<file path="src/rtl/dualop_pkg.sv">
package dualop_pkg;
    localparam int INSN_W  = 16;
    localparam int WORD_W  = 2 * INSN_W;
    localparam int REG_W   = 4;
    localparam int SHORT_W = 4;
    localparam int PFX_W   = 12;
    localparam int IMM_W   = PFX_W + SHORT_W;
    localparam int OP_W    = 5;
    localparam int NCLASS  = 8;

    typedef enum logic [2:0] {
        K_ALU    = 3'd0,
        K_COND   = 3'd1,
        K_LOAD   = 3'd2,
        K_STORE  = 3'd3,
        K_XLOAD  = 3'd4,
        K_BRANCH = 3'd5,
        K_PREFIX = 3'd6,
        K_XINSN  = 3'd7
    } kind_e;

    typedef struct packed {
        logic [NCLASS-1:0] cls;
        logic [OP_W-1:0]   op;
        logic [REG_W-1:0]  ra;
        logic [REG_W-1:0]  rb;
        logic              use_imm;
        logic [IMM_W-1:0]  imm;
    } dec_t;

    function automatic kind_e classify(input logic [INSN_W-1:0] x);
        kind_e k;
        if (!x[15]) begin
            k = x[14] ? K_COND : K_ALU;
        end else if (!x[14]) begin
            k = x[13] ? K_STORE : K_LOAD;
        end else begin
            unique case (x[13:12])
                2'b00:   k = K_XLOAD;
                2'b01:   k = K_BRANCH;
                2'b10:   k = K_PREFIX;
                default: k = K_XINSN;
            endcase
        end
        return k;
    endfunction
endpackage

</file>
<file path="src/rtl/dualop_unpack.sv">
module dualop_unpack
    import dualop_pkg::*;
(
    input  logic              clk,
    input  logic              rst_n,
    input  logic              flush,
    input  logic              fw_valid,
    input  logic [WORD_W-1:0] fw_data,
    output logic              fw_ready,
    input  logic              slot_adv,
    output logic              slot_valid,
    output logic [INSN_W-1:0] slot_insn
);
    typedef enum logic [1:0] {U_EMPTY, U_LOW, U_HIGH} ustate_e;

    ustate_e           st, st_nx;
    logic [WORD_W-1:0] held;
    logic              take;

    always_comb begin
        fw_ready = !flush && ((st == U_EMPTY) || (st == U_HIGH && slot_adv));
        take     = fw_ready && fw_valid;
    end

    always_comb begin
        st_nx = st;
        if (flush) begin
            st_nx = U_EMPTY;
        end else begin
            unique case (st)
                U_EMPTY: if (take) st_nx = U_LOW;
                U_LOW:   if (slot_adv) st_nx = U_HIGH;
                U_HIGH:  if (slot_adv) st_nx = take ? U_LOW : U_EMPTY;
                default: st_nx = U_EMPTY;
            endcase
        end
    end

    always_ff @(posedge clk) begin
        if (!rst_n) st <= U_EMPTY;
        else        st <= st_nx;
    end

    always_ff @(posedge clk) begin
        if (!rst_n)    held <= '0;
        else if (take) held <= fw_data;
    end

    always_comb begin
        slot_valid = (st != U_EMPTY);
        slot_insn  = (st == U_HIGH) ? held[WORD_W-1:INSN_W] : held[INSN_W-1:0];
    end

    a_r2_no_take_in_low: assert property (@(posedge clk) disable iff (!rst_n)
        (st == U_LOW) |-> !fw_ready);
    a_r2_low_then_high: assert property (@(posedge clk) disable iff (!rst_n)
        (st == U_LOW && slot_adv && !flush) |=> (st == U_HIGH));
    a_r11_flush_empties: assert property (@(posedge clk) disable iff (!rst_n)
        flush |=> !slot_valid);
endmodule

</file>
<file path="src/rtl/dualop_prefix.sv">
module dualop_prefix
    import dualop_pkg::*;
(
    input  logic             clk,
    input  logic             rst_n,
    input  logic             flush,
    input  logic             step,
    input  logic             is_pfx,
    input  logic [PFX_W-1:0] pfx_in,
    output logic             pend,
    output logic [PFX_W-1:0] pend_val
);
    typedef enum logic {P_IDLE, P_HELD} pstate_e;

    pstate_e ps, ps_nx;

    always_comb begin
        ps_nx = ps;
        if (flush) begin
            ps_nx = P_IDLE;
        end else begin
            unique case (ps)
                P_IDLE:  if (step && is_pfx) ps_nx = P_HELD;
                P_HELD:  if (step) ps_nx = is_pfx ? P_HELD : P_IDLE;
                default: ps_nx = P_IDLE;
            endcase
        end
    end

    always_ff @(posedge clk) begin
        if (!rst_n) ps <= P_IDLE;
        else        ps <= ps_nx;
    end

    always_ff @(posedge clk) begin
        if (!rst_n)                        pend_val <= '0;
        else if (!flush && step && is_pfx) pend_val <= pfx_in;
    end

    assign pend = (ps == P_HELD);

    a_r8_consumed_clears: assert property (@(posedge clk) disable iff (!rst_n)
        (step && !is_pfx) |=> !pend);
    a_r9_latest_prefix: assert property (@(posedge clk) disable iff (!rst_n)
        (step && is_pfx && !flush) |=> (pend && pend_val == $past(pfx_in)));
    a_r11_flush_clears: assert property (@(posedge clk) disable iff (!rst_n)
        flush |=> !pend);
endmodule

</file>
<file path="src/rtl/dualop_fields.sv">
module dualop_fields
    import dualop_pkg::*;
(
    input  logic [INSN_W-1:0] insn,
    input  logic              pend,
    input  logic [PFX_W-1:0]  pend_val,
    output logic              is_pfx,
    output dec_t              dec
);
    kind_e            kind;
    logic [IMM_W-1:0] wide;

    assign kind   = classify(insn);
    assign is_pfx = (kind == K_PREFIX);
    assign wide   = {(pend ? pend_val : {PFX_W{1'b0}}), insn[SHORT_W-1:0]};

    genvar g;
    generate
        for (g = 0; g < NCLASS; g++) begin : g_onehot
            assign dec.cls[g] = (kind == kind_e'(g));
        end
    endgenerate

    always_comb begin
        dec.op      = '0;
        dec.ra      = '0;
        dec.rb      = '0;
        dec.use_imm = 1'b0;
        dec.imm     = '0;
        unique case (kind)
            K_ALU, K_COND: begin
                dec.op = insn[12:8];
                dec.ra = insn[7:4];
                if (insn[13]) begin
                    dec.use_imm = 1'b1;
                    dec.imm     = wide;
                end else begin
                    dec.rb = insn[3:0];
                end
            end
            K_LOAD, K_STORE: begin
                dec.op      = {{(OP_W-1){1'b0}}, insn[12]};
                dec.ra      = insn[11:8];
                dec.rb      = insn[7:4];
                dec.use_imm = 1'b1;
                dec.imm     = wide;
            end
            K_XLOAD: begin
                dec.op      = {1'b0, insn[11:8]};
                dec.rb      = insn[7:4];
                dec.use_imm = 1'b1;
                dec.imm     = wide;
            end
            K_BRANCH: begin
                dec.use_imm = 1'b1;
                dec.imm     = {{(IMM_W-PFX_W){insn[PFX_W-1]}}, insn[PFX_W-1:0]};
            end
            K_XINSN: begin
                dec.use_imm = 1'b1;
                dec.imm     = {{(IMM_W-PFX_W){1'b0}}, insn[PFX_W-1:0]};
            end
            default: begin
            end
        endcase
    end
endmodule

</file>
<file path="src/rtl/dualop_decoder.sv">
module dualop_decoder
    import dualop_pkg::*;
(
    input  logic              clk,
    input  logic              rst_n,
    input  logic              flush,
    input  logic              fw_valid,
    input  logic [WORD_W-1:0] fw_data,
    output logic              fw_ready,
    output logic              ins_valid,
    input  logic              ins_ready,
    output logic [NCLASS-1:0] ins_class,
    output logic [OP_W-1:0]   ins_op,
    output logic [REG_W-1:0]  ins_ra,
    output logic [REG_W-1:0]  ins_rb,
    output logic              ins_use_imm,
    output logic [IMM_W-1:0]  ins_imm
);
    logic              slot_valid, slot_adv, is_pfx, pend;
    logic [INSN_W-1:0] slot_insn;
    logic [PFX_W-1:0]  pend_val;
    dec_t              dec;

    assign slot_adv = slot_valid && (is_pfx || ins_ready);

    dualop_unpack u_unpack (
        .clk       (clk),
        .rst_n     (rst_n),
        .flush     (flush),
        .fw_valid  (fw_valid),
        .fw_data   (fw_data),
        .fw_ready  (fw_ready),
        .slot_adv  (slot_adv),
        .slot_valid(slot_valid),
        .slot_insn (slot_insn)
    );

    dualop_fields u_fields (
        .insn    (slot_insn),
        .pend    (pend),
        .pend_val(pend_val),
        .is_pfx  (is_pfx),
        .dec     (dec)
    );

    dualop_prefix u_prefix (
        .clk     (clk),
        .rst_n   (rst_n),
        .flush   (flush),
        .step    (slot_adv),
        .is_pfx  (is_pfx),
        .pfx_in  (slot_insn[PFX_W-1:0]),
        .pend    (pend),
        .pend_val(pend_val)
    );

    always_comb begin
        ins_valid   = slot_valid && !is_pfx;
        ins_class   = dec.cls;
        ins_op      = dec.op;
        ins_ra      = dec.ra;
        ins_rb      = dec.rb;
        ins_use_imm = dec.use_imm;
        ins_imm     = dec.imm;
    end

    a_r3_class_onehot: assert property (@(posedge clk) disable iff (!rst_n)
        ins_valid |-> ($countones(ins_class) == 1));
    a_r7_prefix_never_issued: assert property (@(posedge clk) disable iff (!rst_n)
        ins_valid |-> !ins_class[K_PREFIX]);
    a_r10_stall_holds: assert property (@(posedge clk) disable iff (!rst_n)
        (ins_valid && !ins_ready && !flush) |=>
            (ins_valid && $stable(ins_class) && $stable(ins_op) && $stable(ins_ra)
             && $stable(ins_rb) && $stable(ins_use_imm) && $stable(ins_imm)));
endmodule

</file>
<file path="config.mk">
export PLATFORM = sky130hd
export DESIGN_NAME = dualop_decoder
export DESIGN_NICKNAME = d
export VERILOG_FILES = /design/src/rtl/dualop_pkg.sv /design/src/rtl/dualop_unpack.sv /design/src/rtl/dualop_prefix.sv /design/src/rtl/dualop_fields.sv /design/src/rtl/dualop_decoder.sv
export SDC_FILE = /design/constraint.sdc
export NUM_CORES = 1
export LEC_CHECK = 0
export ABC_CLOCK_PERIOD_IN_PS = 2650
export BUFFER_PORTS_ARGS = -buffer_cell sky130_fd_sc_hd__buf_2
export CAP_MARGIN = 10
export CORE_MARGIN = 8
export CORE_UTILIZATION = 51
export CTS_CLUSTER_DIAMETER = 120
export DETAILED_ROUTE_END_ITERATION = 12
export GPL_ROUTABILITY_DRIVEN = 0
export GPL_TIMING_DRIVEN = 0
export HOLD_SLACK_MARGIN = 0.15
export PLACE_DENSITY = 0.84
export SKIP_CTS_REPAIR_TIMING = 1
export SLEW_MARGIN = 25
export SYNTH_ARGS = -nofsm -noshare
export SYNTH_HDL_FRONTEND = slang
export SYNTH_SLANG_ARGS = --single-unit
</file>
<file path="constraint.sdc">
create_clock -name clk -period 2.65 [get_ports clk]
set_clock_uncertainty 0.2 [all_clocks]
set_input_delay 0.1325 -clock clk [delete_from_list [all_inputs] [get_ports clk]]
set_output_delay 0.1325 -clock clk [all_outputs]
set_load 0.005 [all_outputs]
</file>
; ---- Yosys cells after proc, flatten, opt, wreduce, memory -nomap -nowiden
; Cells that the tools add are included.
[totals]
regBits = 47
latch_bits = 0
mem_bits_rw = 0
rom_bits = 0
inputBits = 37
output_inout_bits = 40
elab_cells = 63
mem_count = 0
[op_classes]
addsub = 0
n_mul = 0
div = 0
magnitude_cmp = 0
n_eq_ne = 14
shift = 0
n_mux = 22
bitwise_logic = 2
reduce_logical = 21
[op_table]
columns = op, count
row1 = $pmux 17 s4, 1
row2 = $mux 17, 1
row3 = $mux 16, 1
row4 = $pmux 4 s2, 2
row5 = $pmux 5 s3, 1
row6 = $eq 3x3->1 const B, 4
row7 = $mux 12, 1
row8 = $pmux 2 s3, 2
row9 = $logic_and 1x1->1, 8
row10 = $eq 3x2->1 const B, 2
row11 = $mux 1, 6
row12 = $mux 2, 3
row13 = $mux 3, 2
row14 = $ne 2x1->1 const B, 3
row15 = $reduce_or 2->1, 3
row16 = $eq 2x1->1 const B, 2
row17 = $eq 2x2->1 const B, 2
row18 = $logic_not 2->1, 2
row19 = $mux 4, 1
row20 = $eq 3x1->1 const B, 1
row21 = $logic_not 3->1, 1
row22 = $reduce_and 3->1, 1
row23 = $reduce_or 3->1, 1
row24 = $logic_not 1->1, 2
row25 = 4 further kinds, 6

; ---- Depth between registers and ports, before layout
[logic_depth]
depth_word = 16
depth_mapped = 9
depth_no_buf = 5

; ---- Cells and area by module
; A second synthesis with hierarchy kept.
[unflattened]
hier_cells = 308
hier_area_um2 = 2735.1
[modules_own_cells]
columns = module, n_inst, cells_each, area_per_inst_um2, seq_area_each_um2
row1 = dualop_unpack, 1, 169, 1589.0, 680.7
row2 = dualop_fields, 1, 80, 590.6, 0.0
row3 = dualop_prefix, 1, 57, 541.8, 260.2
row4 = dualop_decoder, 1, 2, 13.8, 0.0

; ---- Worst setup path before layout
; No wires, ideal clock.
[synth_timing]
path_kind = register to register
startpoint = reg u_unpack.st[0]
endpoint = reg u_unpack.held[0]
setup_time_ps = 72
t_arrival_ps = 1834
required_time_ps = 2378
setup_slack_ps = 544
stages_incl_launch_ff = 8
path_buffers = 2
synth_period_minus_slack_ps = 2106
cell_sequence = dfxtp_1 nand2b_4 buf_6 mux2_4 o21ba_2 a21oi_4 buf_6 mux2i_1
[synth_via]
elab_chain_len = 13
elab_cells_between_ends = 19
cone_classes = eq/ne: 4 / mux: 6 / reduce/logical: 9
[synth_lines]
columns = item, line_no
row1 = start: declaration, dualop_unpack.sv:16  ; ustate_e st, st_nx;
row2 = start signal: assignment, dualop_unpack.sv:41  ; else st <= st_nx;
row3 = $eq 2x2->1, "dualop_unpack.sv:21, dualop_unpack.sv:51"
row4 = $mux 16, dualop_unpack.sv:51  ; slot_insn = (st == U_HIGH) ? held[WORD_W-1:INSN_W] : held[INSN_W-1:0];
row5 = "$eq 2x2->1, or another cell as far along", dualop_pkg.sv:38  ; unique case (x[13:12])
row6 = $pmux 2 s3, dualop_pkg.sv:38
row7 = $mux 3, dualop_pkg.sv:35  ; end else if (!x[14]) begin
row8 = $mux 3, dualop_pkg.sv:33  ; if (!x[15]) begin
row9 = $eq 3x3->1, dualop_fields.sv:14  ; assign is_pfx = (kind == K_PREFIX);
row10 = $logic_or 1x1->1, dualop_decoder.sv:24  ; assign slot_adv = slot_valid && (is_pfx || ins_ready);
row11 = $logic_and 1x1->1, dualop_decoder.sv:24
row12 = $logic_and 1x1->1, dualop_unpack.sv:21  ; fw_ready = !flush && ((st == U_EMPTY) || (st == U_HIGH && slot_adv));
row13 = $logic_or 1x1->1 *, dualop_unpack.sv:21
row14 = $logic_and 1x1->1 *, dualop_unpack.sv:21
row15 = $logic_and 1x1->1 *, dualop_unpack.sv:22  ; take = fw_ready && fw_valid;
row16 = end signal: assignment, dualop_unpack.sv:46  ; else if (take) held <= fw_data;
row17 = end: declaration, dualop_unpack.sv:17  ; logic [WORD_W-1:0] held;
; Every way passes the cells marked *; elsewhere a longest branch is shown, timed or not.
; A chain may end at the register's enable or synchronous reset.

; ---- Worst setup path after layout
[layout_timing]
startpoint = reg u_unpack.st[1]
endpoint = out ins_imm[9]
[layout_via]
elab_chain_len = 9
elab_cells_between_ends = 21
cone_classes = eq/ne: 9 / mux: 8 / reduce/logical: 4
[layout_lines]
columns = item, line_no
row1 = $eq 2x2->1 *, dualop_unpack.sv:51
row2 = $mux 16 *, dualop_unpack.sv:51
row3 = "$eq 2x2->1, or another cell as far along", dualop_pkg.sv:38
row4 = $pmux 2 s3, dualop_pkg.sv:38
row5 = $mux 3, dualop_pkg.sv:35
row6 = $mux 3, dualop_pkg.sv:33
row7 = "$eq 3x2->1, or another cell as far along", dualop_fields.sv:30  ; unique case (kind)
row8 = $reduce_or 3->1 (no source line) / $reduce_or 2->1 (equally long branches), n/a
row9 = $pmux 17 s4 *, dualop_fields.sv:30
row10 = end: declaration, dualop_decoder.sv:17  ; output logic [IMM_W-1:0] ins_imm
; Marked as above.

==> impl_metrics.ini <==
[worst_hold_path]
hold_class = flop to flop
min_to = u_unpack.held[18]$_SDFFE_PN0P_
hold-path-cell-count = 2
min-delay-start = u_unpack.held[18]$_SDFFE_PN0P_

[setup_path]
worst-path-buf-inv = 5
critPathMaxFanout = 10
r2r_start = u_unpack.st[1]$_SDFFE_PP0P_
cp-start-kind = flop
ff2ff_path_depth = 8
path_cells = buf_4 -> nand2b_4 -> buf_6 -> buf_6 -> buf_2 -> mux2i_1 -> o2bb2ai_1 -> buf_2
critical_path.top_delay_family = buffers and inverters
r2r_slack_ns = 0.31
worstSetupPathType = flop to output port
cpPeakStageDelay_ns = 0.44
r2r-end = u_unpack.held[26]$_SDFFE_PN0P_
critPathSlowestCell = mux2i_1
cp_data_required_time_ns = 2.32
cp-end-kind = output port
cp.arrival_ns = 2.21

[detailed_routing]
viasPerCell = 5.61
vias = 2576
drt_iter0_markers = 231
drtAntennaViolNets = 0
wl_per_cell_um = 17.4
first_pass_iters = 4
drc_errors = 0
drt-total-wl_um = 7990

[timing]
maxClockFrequency_mhz = 394
fin_crit_sh = 0.958
rsz0062_at_grt = no
setup_tns_ns = 0
setup_viol = 0
hold_viol_final = 0
slew_headroom = 0.625
worst_slew_pin_slew_ns = 0.547
slew_viol_final = 0
period_needed_ns = 2.54

[clock_tree]
clk_pin_slew_ns = 0.09
cts_sinks = 47
clock_latency_ns = 0.30
cts_max_path_buffers = 2
htreeDepth = 2
cts_root_buf = clkbuf_8
cts_tree = done
cts_buffers = 5

[final_layout]
multiInputGateArea_um2 = 1420
final_nets = 441
final_area_um2 = 3440
layout-drive-gt1-share = 0.277
stdcell_count = 459
nFillCells = 335
antenna_cells = 0
syn_to_final_growth_pct = 39.7
seq_area_um2 = 945

[floorplan]
die_height_um = 85.5
die_w_um = 85.5
initial_core_util = 0.525
design.die.area_um2 = 7300
rows = 25
coreArea_um2 = 4690
ios = 77

[grt]
met1_usage = 0.231
overflow = 0
use_met2 = 0.324
grt_pass1_vias = 2387
grtUsageTotal = 0.191
grt_max_degree = 16
grt_pass1_wl_um = 11400
antenna_found_initial = 0
groute.layer.met3.usage = 0.0492
grt.busiest_layer = met2

[run_status]
status = finished clean

[power_and_ir_drop]
p_leak_nw = 1.76
p_clk_frac = 0.313
internal_power_w = 0.00107
p_sw_w = 0.000403
seqPwrFrac = 0.510
swShare = 0.273
combPwrFrac = 0.177
vdd_drop_max_mv = 0.284
power.density_nw_per_um2 = 430

[synthesis]
syn_nets = 319
ys_seq_area_frac = 0.382
synth_warnings = 0
synth_cells = 282
synth.ff_latch_count = 47
ys_types = 30
syn_area_per_cell_um2 = 8.73
synth_area_um2 = 2460

[placement]
place_hpwl_um = 5450
io_buffers = 76
post_dp_cell_area_um2 = 2910
dp.cells = 412

[job]
cap_viol_max_count = 0
==> worst register-to-register path, cell delays in order, from the launching register on <==
cell	delay, ns
dfxtp_1	0.32
buf_4	0.17
nand2b_4	0.06
buf_6	0.13
mux2_4	0.34
o21ba_2	0.27
a21oi_4	0.30
buf_6	0.23
mux2i_1	0.26
==> routing by layer <==
layer | part of all wire | up-vias
li1 | - | 1222
met1 | 0.40 | 1211
met2 | 0.50 | 123
met3 | 0.080 | 20
met4 | 0.026 | 0
met5 | 0 | -
==> stage by stage <==
| stage | setup slack [ns] | hold WS [ns] | utilization | power [W] |
|---|---|---|---|---|
| global route | 0.0132 | 0.288 | 0.733 | 0.00154 |
| CTS | -0.274 | -0.138 | 0.641 | 0.00142 |
| global placement | 0.0966 | 0.182 | 0.620 | 0.000964 |
| detailed placement | 0.0545 | 0.186 | 0.620 | 0.000971 |
| finish | 0.111 | 0.258 | 0.733 | 0.00148 |
| floorplan | 0.544 | 0.0746 | - | 0.000886 |
==> state kept, by name, indices dropped and copies added (netlist names), named ones only <==
name / flops
u_prefix.pend_val: 12
u_unpack.st: 2
u_unpack.held: 32
==> cells by family after synthesis <==
logic type / count (synthesis) / share of synthesized area
DFF: 47 / 0.382
and+or+nand+nor: 115 / 0.197
AOI/OAI and AO/OA: 44 / 0.144
muxes: 54 / 0.224
buffers and inverters: 22 / 0.0524
==> synthesized netlist by cell type, drive strengths merged <==
library cell  instances  area, µm²
mux2i                49        490
buf                  11       87.6
and3                  1       6.26
a21o                  4       30.0
o22ai                 9       56.3
o2bb2ai               8       70.1
a21boi                1       7.51
nor2                 21       78.8
mux2                  5       60.1
nor3                  2       10.0
a2111oi               1       8.76
o211a                12        120
nor4                  1       21.3
nor2b                 3       18.8
a21oi                 3       26.3
nand2b                3       26.3
and2                  1       6.26
dfxtp                47        941
nor4bb                1       10.0
clkbuf                9       33.8
a31oi                 1       6.26
inv                   2       7.51
o21ba                 1       10.0
o21ai                 4       20.0
nand2                82        308
==> layout by cell type (no fill, tap or decap), types with 2 or more instances in the layout <==
master / instances
clkbuf_1: 9
o21ai_0: 3
clkbuf_8: 6
nand2b_1: 2
nor2_1: 21
mux2_2: 4
inv_1: 2
a21o_1: 4
mux2i_2: 3
buf_2: 79
dlygate4sd3_1: 38
nand2_1: 82
dfxtp_1: 46
buf_4: 4
mux2i_1: 45
o2bb2ai_1: 8
nor2b_1: 3
buf_6: 5
o211a_1: 12
o22ai_1: 9
==> layout make-up <==
| type | count | share of cell area |
|---|---|---|
| Buffer | 20 | 0.0371 |
| Clock buffer | 6 | 0.0240 |
| Clock inverter | 2 | 0.00473 |
| Inverter | 2 | 0.00218 |
| Multi-Input combinational cell | 213 | 0.414 |
| Sequential cell | 47 | 0.275 |
| Tap cell | 54 | 0.0197 |
| Timing Repair Buffer | 115 | 0.223 |
==> power by group through the flow <==
stage	Clock (W)	Sequential [W]	Combinational, W
global placement	0	0.000765	0.000199
detailed placement	0	0.000768	0.000204
floorplan	0	0.000761	0.000125
finish	0.000463	0.000753	0.000261
CTS	0.000467	0.000751	0.000205
global route	0.000506	0.000756	0.000283
==> how the worst max path moves through the flow <==
stage / cells after the start / startpoint / slack [ns] / to
finish: 8 / u_unpack.st[1]$_SDFFE_PP0P_ / 0.11 / ins_imm[9]
global route: 8 / u_unpack.st[1]$_SDFFE_PP0P_ / 0.01 / ins_op[0]
CTS: 8 / u_unpack.st[0]$_SDFFE_PP0P_ / -0.27 / ins_imm[4]
detailed placement: 8 / u_unpack.st[0]$_SDFFE_PP0P_ / 0.05 / ins_imm[4]
global placement: 8 / u_unpack.st[0]$_SDFFE_PP0P_ / 0.1 / ins_imm[9]
floorplan: 7 / u_unpack.st[0]$_SDFFE_PP0P_ / 0.54 / u_unpack.held[0]$_SDFFE_PN0P_
(Power assumes the default switching activity.)
